[config.mk]
export PLATFORM = sky130hd
export DESIGN_NAME = halfbridge_pwm
export DESIGN_NICKNAME = d
export VERILOG_FILES = /design/src/rtl/pwm_pkg.sv /design/src/rtl/pwm_cnt_fifo.sv /design/src/rtl/pwm_sequencer.sv /design/src/rtl/pwm_gate_out.sv /design/src/rtl/halfbridge_pwm.sv
export SDC_FILE = /design/constraint.sdc
export NUM_CORES = 1
export LEC_CHECK = 0
export BUFFER_PORTS_ARGS = -buffer_cell sky130_fd_sc_hd__buf_4
export CAP_MARGIN = 40
export CORE_MARGIN = 3
export CORE_UTILIZATION = 55
export DETAILED_ROUTE_END_ITERATION = 8
export PLACE_DENSITY = 0.72
export REMOVE_ABC_BUFFERS = 1
export SLEW_MARGIN = 15
export SYNTH_ARGS = -nofsm -noshare
export SYNTH_HDL_FRONTEND = slang
export SYNTH_SLANG_ARGS = --single-unit
export TNS_END_PERCENT = 30
[constraint.sdc]
create_clock -name clk -period 5.5 [get_ports clk]
set_input_delay 0.275 -clock clk [delete_from_list [all_inputs] [get_ports clk]]
set_output_delay 0.275 -clock clk [all_outputs]
set_load 0.005 [all_outputs]
[src/rtl/pwm_pkg.sv]
package pwm_pkg;

  typedef enum logic [2:0] {
    PH_IDLE   = 3'd0,
    PH_FETCH  = 3'd1,
    PH_LOAD   = 3'd2,
    PH_DEAD_A = 3'd3,
    PH_HIGH   = 3'd4,
    PH_DEAD_B = 3'd5,
    PH_LOW    = 3'd6
  } phase_t;

  // Gate pair encoding {high, low}
  function automatic logic [1:0] gate_code(input phase_t ph);
    case (ph)
      PH_HIGH: gate_code = 2'b10;
      PH_LOW:  gate_code = 2'b01;
      default: gate_code = 2'b00;
    endcase
  endfunction

endpackage

[src/rtl/pwm_cnt_fifo.sv]
module pwm_cnt_fifo #(
  parameter int W     = 16,
  parameter int DEPTH = 4
) (
  input  logic         clk,
  input  logic         rst,
  input  logic         push,
  input  logic [W-1:0] push_data,
  input  logic         pop,
  output logic [W-1:0] head,
  output logic         empty,
  output logic         full
);

  localparam int AW = (DEPTH > 1) ? $clog2(DEPTH) : 1;
  localparam logic [AW-1:0] LAST = AW'(DEPTH - 1);
  localparam logic [AW:0]   FULLV = (AW + 1)'(DEPTH);

  logic [W-1:0]  mem [DEPTH];
  logic [AW-1:0] wp, rp;
  logic [AW:0]   used;
  logic          do_push, do_pop;

  assign do_push = push && !full;
  assign do_pop  = pop && !empty;
  assign empty   = (used == '0);
  assign full    = (used == FULLV);
  assign head    = mem[rp];

  // Storage has no reset so it maps onto plain RAM.
  always_ff @(posedge clk) begin
    if (do_push) mem[wp] <= push_data;
  end

  always_ff @(posedge clk) begin
    if (rst) begin
      wp   <= '0;
      rp   <= '0;
      used <= '0;
    end else begin
      if (do_push) wp <= (wp == LAST) ? '0 : wp + 1'b1;
      if (do_pop)  rp <= (rp == LAST) ? '0 : rp + 1'b1;
      case ({do_push, do_pop})
        2'b10:   used <= used + 1'b1;
        2'b01:   used <= used - 1'b1;
        default: used <= used;
      endcase
    end
  end

endmodule

[src/rtl/pwm_sequencer.sv]
module pwm_sequencer
  import pwm_pkg::*;
#(
  parameter int CNT_W      = 16,
  parameter int DT         = 3,
  parameter int INIT_COUNT = 0
) (
  input  logic             clk,
  input  logic             rst,
  input  logic             start,
  input  logic             q_empty,
  input  logic [CNT_W-1:0] q_head,
  output logic             q_pop,
  output phase_t           phase_next
);

  localparam int DW = $clog2(DT + 2);
  localparam int TW = ((CNT_W + 1) > DW) ? (CNT_W + 1) : DW;
  localparam logic [TW-1:0] DEAD_LOAD = TW'(DT);

  phase_t           phase_q;
  logic [CNT_W-1:0] count_q, count_d;
  logic [TW-1:0]    timer_q, timer_d;
  logic [TW-1:0]    cond_load;
  logic             tzero;

  assign tzero     = (timer_q == '0);
  assign cond_load = TW'(count_q) + TW'(1);

  always_comb begin
    phase_next = phase_q;
    timer_d    = timer_q;
    count_d    = count_q;
    q_pop      = 1'b0;
    case (phase_q)
      PH_IDLE: begin
        if (start) phase_next = PH_FETCH;
      end
      PH_FETCH: begin
        if (!q_empty) begin
          q_pop   = 1'b1;
          count_d = q_head;
        end
        phase_next = PH_LOAD;
      end
      PH_LOAD: begin
        timer_d    = DEAD_LOAD;
        phase_next = PH_DEAD_A;
      end
      PH_DEAD_A: begin
        if (tzero) begin
          timer_d    = cond_load;
          phase_next = PH_HIGH;
        end else begin
          timer_d = timer_q - 1'b1;
        end
      end
      PH_HIGH: begin
        if (tzero) begin
          timer_d    = DEAD_LOAD;
          phase_next = PH_DEAD_B;
        end else begin
          timer_d = timer_q - 1'b1;
        end
      end
      PH_DEAD_B: begin
        if (tzero) begin
          timer_d    = cond_load;
          phase_next = PH_LOW;
        end else begin
          timer_d = timer_q - 1'b1;
        end
      end
      PH_LOW: begin
        if (tzero) begin
          phase_next = PH_FETCH;
        end else begin
          timer_d = timer_q - 1'b1;
        end
      end
      default: phase_next = PH_IDLE;
    endcase
  end

  always_ff @(posedge clk) begin
    if (rst) begin
      phase_q <= PH_IDLE;
      timer_q <= '0;
      count_q <= CNT_W'(INIT_COUNT);
    end else begin
      phase_q <= phase_next;
      timer_q <= timer_d;
      count_q <= count_d;
    end
  end

endmodule

[src/rtl/pwm_gate_out.sv]
module pwm_gate_out
  import pwm_pkg::*;
(
  input  logic   clk,
  input  logic   rst,
  input  phase_t phase_next,
  output logic   gate_hi,
  output logic   gate_lo
);

  logic [1:0] code;
  assign code = gate_code(phase_next);

  always_ff @(posedge clk) begin
    if (rst) begin
      gate_hi <= 1'b0;
      gate_lo <= 1'b0;
    end else begin
      gate_hi <= code[1];
      gate_lo <= code[0];
    end
  end

endmodule

[src/rtl/halfbridge_pwm.sv]
module halfbridge_pwm
  import pwm_pkg::*;
#(
  parameter int CNT_W      = 16,
  parameter int DT         = 3,
  parameter int DEPTH      = 4,
  parameter int INIT_COUNT = 0
) (
  input  logic             clk,
  input  logic             rst,
  input  logic             cnt_valid,
  input  logic [CNT_W-1:0] cnt_data,
  output logic             cnt_ready,
  input  logic             start,
  output logic             gate_hi,
  output logic             gate_lo
);

  logic             q_empty, q_full, q_pop;
  logic [CNT_W-1:0] q_head;
  phase_t           phase_next;

  assign cnt_ready = !q_full;

  pwm_cnt_fifo #(.W(CNT_W), .DEPTH(DEPTH)) u_fifo (
    .clk       (clk),
    .rst       (rst),
    .push      (cnt_valid),
    .push_data (cnt_data),
    .pop       (q_pop),
    .head      (q_head),
    .empty     (q_empty),
    .full      (q_full)
  );

  pwm_sequencer #(.CNT_W(CNT_W), .DT(DT), .INIT_COUNT(INIT_COUNT)) u_seq (
    .clk        (clk),
    .rst        (rst),
    .start      (start),
    .q_empty    (q_empty),
    .q_head     (q_head),
    .q_pop      (q_pop),
    .phase_next (phase_next)
  );

  pwm_gate_out u_out (
    .clk        (clk),
    .rst        (rst),
    .phase_next (phase_next),
    .gate_hi    (gate_hi),
    .gate_lo    (gate_lo)
  );

endmodule

==> results.md <==
* Total iterations of the first detailed-routing run at 5
* CTS tree: done
* Total of warnings raised by yosys at 0
* Total Negative Setup Slacks at 0 ps
* Layout cells sized above 1 at 0.146
* Worst hold slack at 104 ps
* Initial Utilization at 0.576
* Final setup fails at 0
* Setup fix buffers added after clock tree synthesis at 0
* Count of flip-flops with a built-in enable after synthesis at 64
* Class of the worst hold path: input pin to flip-flop
* Critical path peak fanout at 20
* Count of cells resized by post-cts repair at 0
* Number of vias after detailed routing at 3,613
* Wire length of the first global-routing pass at 17.8 mm
* Antenna violations before repair at 0
* Core ar. at 8890 sq um
* Die Span X at 103 microns
* Data arrival time of the critical path at 4020 ps
* H-tree lvl count at 3
* Number of top-level pins at 23
* Final GP Congestion at 0.915
* Count of state elements after synthesis at 109
* Fill count at 727
* Top achievable clock speed at 269 MHz
* Startpoint Class: flip-flop
* Crit end category: flip-flop
* CTS Root Cell: sky130_fd_sc_hd__clkbuf_8
* Critical path class: flip-flop to flip-flop
* Nets at 503
* Number of pins with negative max-slew slack in the final report at 0
* Detailed placement HPWL at 7.63 mm
* Post-layout power at 2.37 mW
* Unrepaired setup endpoints after global routing: false
* Pwr dens at 422 nW/um^2
* Clock Pin Slew Worst Setup and Hold Paths at 110 ps
* Register area share after synthesis at 0.551
* Mapped Cells at 458
* Post-route fraction of the period consumed by the critical path at 0.677
* Row Count at 34
* Vias/cell at 6.16
* Remaining global-route overflow at 0
* Buffers from clock root to sink, at most at 2
* Slew headroom at 0.524
* Async S/R FF share, synth at 0
* DRC violation total after the first TritonRoute iteration at 269
* Drc violations at 0
* Area growth syn-to-layout at 9.52%
* Slowest cell on crit path: sky130_fd_sc_hd__dfxtp_1
* Hold bufs inserted after CTS at 0
* Ys flop type: sky130_fd_sc_hd__edfxtp_1
* Largest net degree at the start of global routing at 45
* LEAKAGE at 1.89 nW
* Worst voltage drop across the vdd grid at 0.233 mV
* Number of antenna repair diodes at 0
* Worst setup skew after layout at 9.71 ps
* Die footprint at 10,500 sq um
* Global-route usage over all layers at 0.221
* Critical path required time at 5800 ps
* Number of sinks driven by the clock tree at 109
* CTS buffer count at 9
* Max-capacitance violation count at 0
* Aggregate routed wire length at 10.6 mm
* Final Hold Vio Count at 0
* Mean post-synth cell area at 11.2 sq um
* Synth cell types at 57
* Final critical delay including setup and external delays at 3720 ps
* Cells along the critical path: clkinv_1 > nand2_1 > or3_1 > clkinv_1 > ha_1 > inv_1 > fa_1 > xor2_1 > or3_1 > a21oi_1
* I/O Buffers at 22
* Post-DR wirelength/cell at 18.1 microns
* Number of global-route vias before repair at 3,515
* Summed instance area of the synthesized netlist at 5120 sq um
* Actual slew at the worst max-slew pin at 712 ps
* Run status: completed
* CP peak stage delay at 790 ps
* Source-to-sink clock delay at the later pin of the worst-skew pair at 360 ps
* Minimum setup slack among reg-to-reg paths at 1780 ps
* Residual antenna-violating net count after detailed routing at 0
* Die span in y at 103 microns
## layout by cell type, fill, tap and decap left out, types with 3 or more instances in the layout
cell / synthesis / routed
sky130_fd_sc_hd__nand4_1: 6 / 6
sky130_fd_sc_hd__and4_1: 3 / 3
sky130_fd_sc_hd__o211ai_1: 11 / 11
sky130_fd_sc_hd__a21oi_1: 37 / 37
sky130_fd_sc_hd__or3_1: 5 / 5
sky130_fd_sc_hd__o21ai_0: 14 / 14
sky130_fd_sc_hd__buf_8: 0 / 5
sky130_fd_sc_hd__xnor2_1: 8 / 8
sky130_fd_sc_hd__xor2_1: 12 / 12
sky130_fd_sc_hd__clkbuf_8: 0 / 9
sky130_fd_sc_hd__inv_1: 14 / 14
sky130_fd_sc_hd__ha_1: 8 / 8
sky130_fd_sc_hd__dfxtp_1: 45 / 45
sky130_fd_sc_hd__buf_4: 1 / 23
sky130_fd_sc_hd__nor2_1: 32 / 32
sky130_fd_sc_hd__or4_1: 3 / 3
sky130_fd_sc_hd__nor3_1: 14 / 14
sky130_fd_sc_hd__and2_1: 5 / 5
sky130_fd_sc_hd__nand3_1: 19 / 19
sky130_fd_sc_hd__nor4_1: 4 / 4
sky130_fd_sc_hd__nand2b_1: 3 / 3
sky130_fd_sc_hd__o31ai_1: 4 / 4
sky130_fd_sc_hd__and3_1: 7 / 7
sky130_fd_sc_hd__mux4_2: 16 / 16
sky130_fd_sc_hd__nand2_1: 62 / 62
sky130_fd_sc_hd__edfxtp_1: 64 / 64
## synth_stat cells (2+ instances only)
cell type | n | area [sq um]
sky130_fd_sc_hd__nand2b_1 | 3 | 18.8
sky130_fd_sc_hd__nor3_4 | 2 | 32.5
sky130_fd_sc_hd__or3_1 | 5 | 31.3
sky130_fd_sc_hd__mux4_2 | 16 | 360
sky130_fd_sc_hd__inv_1 | 14 | 52.6
sky130_fd_sc_hd__and3_1 | 7 | 43.8
sky130_fd_sc_hd__a41oi_1 | 2 | 17.5
sky130_fd_sc_hd__mux2i_1 | 2 | 20.0
sky130_fd_sc_hd__edfxtp_1 | 64 | 1920
sky130_fd_sc_hd__o221ai_1 | 2 | 17.5
sky130_fd_sc_hd__a2111oi_0 | 2 | 17.5
sky130_fd_sc_hd__dfxtp_1 | 45 | 901
sky130_fd_sc_hd__ha_1 | 8 | 100
sky130_fd_sc_hd__xnor2_1 | 8 | 70.1
sky130_fd_sc_hd__or4_4 | 2 | 22.5
sky130_fd_sc_hd__a32oi_1 | 2 | 17.5
sky130_fd_sc_hd__nor2_1 | 32 | 120
sky130_fd_sc_hd__nor3_1 | 14 | 70.1
sky130_fd_sc_hd__and4_1 | 3 | 26.3
sky130_fd_sc_hd__clkbuf_1 | 15 | 56.3
sky130_fd_sc_hd__a21oi_1 | 37 | 185
sky130_fd_sc_hd__clkinv_1 | 2 | 7.51
sky130_fd_sc_hd__nand3_1 | 19 | 95.1
sky130_fd_sc_hd__and2_1 | 5 | 31.3
sky130_fd_sc_hd__nand4_1 | 6 | 37.5
sky130_fd_sc_hd__or4_1 | 3 | 22.5
sky130_fd_sc_hd__xor2_1 | 12 | 105
sky130_fd_sc_hd__nor4_1 | 4 | 25.0
sky130_fd_sc_hd__nor3b_1 | 2 | 15.0
sky130_fd_sc_hd__o211ai_1 | 11 | 82.6
sky130_fd_sc_hd__o21ai_0 | 14 | 70.1
sky130_fd_sc_hd__buf_2 | 3 | 15.0
sky130_fd_sc_hd__nand2_1 | 62 | 233
sky130_fd_sc_hd__o31ai_1 | 4 | 30.0
sky130_fd_sc_hd__buf_1 | 3 | 11.3
sky130_fd_sc_hd__o41ai_1 | 2 | 17.5
## registers in the layout, indices dropped and copies added (netlist names)
name / flops
u_fifo.wp: 2
u_fifo.mem: 64
u_fifo.used: 3
u_out.gate_lo: 1
u_seq.timer_q: 17
u_seq.phase_q: 3
u_out.gate_hi: 1
u_seq.count_q: 16
u_fifo.rp: 2
## routing by layer
| layer | up-vias | wire length, microns | track usage |
|---|---|---|---|
| met5 | - | 0 | 0 |
| met4 | 0 | 272 | 0.0777 |
| met3 | 23 | 516 | 0.0440 |
| met2 | 112 | 5290 | 0.366 |
| met1 | 1744 | 4570 | 0.292 |
| li1 | 1734 | - | - |
## worst max-delay path: cells and delay by family, from the launching register on
kind | cells | cell delay (ps)
AO/OA/AOI/OAI | 1 | 140
flip-flops | 1 | 790
XOR/XNOR | 1 | 70
buffers and inverters | 3 | 1100
adder cells (fa/ha/maj) | 2 | 600
AND/OR/NAND/NOR | 3 | 940
## metrics by stage
| stage | instance area, sq um | utilization | setup WS (ps) | std cells |
|---|---|---|---|---|
| 6_report | 5610 | 0.631 | 1780 | 587 |
| 5_1_grt | 5610 | 0.631 | 1290 | 587 |
| 4_1_cts | 5600 | 0.630 | 1780 | 586 |
| 3_5_place_dp | 5390 | 0.606 | 1820 | 570 |
| 3_3_place_gp | 5330 | 0.600 | 1980 | 566 |
| 2_1_floorplan | 5020 | - | 2530 | 435 |
## worst paths after layout
check,from,endpoint,cells after the start
max,u_seq.phase_q[2],u_fifo.used[2],10
min,cnt_data[14],u_fifo.mem[2][14],1
max reg2reg,u_seq.phase_q[2],u_fifo.used[2],10
min reg2reg,u_seq.count_q[11],u_seq.count_q[11],2
## final cells by class
| class | instances | area [sq um] | area share |
|---|---|---|---|
| repair buffers | 28 | 248 | 0.0441 |
| well taps | 108 | 135 | 0.0241 |
| clock inverters | 6 | 78.8 | 0.0140 |
| flip-flops and latches | 109 | 2820 | 0.503 |
| multi-input cells | 310 | 2140 | 0.381 |
| clock buffers | 10 | 128 | 0.0227 |
| inverters | 16 | 60.1 | 0.0107 |
## logic make-up after synthesis
family	Yosys count	share of synthesized area
buf+inv	39	0.0315
flops	109	0.551
xor+xnor	20	0.0342
mux	19	0.0764
simple gates	177	0.177
fa+ha+maj	9	0.0234
compound gates	85	0.106
## power by group
group          switching [mW]  total (mW)  internal (mW)
clock                   0.280       0.501          0.222
combinational           0.536       0.841          0.305
sequential             0.0844        1.03          0.943
No activity file was read; power rests on OpenSTA's default activity.
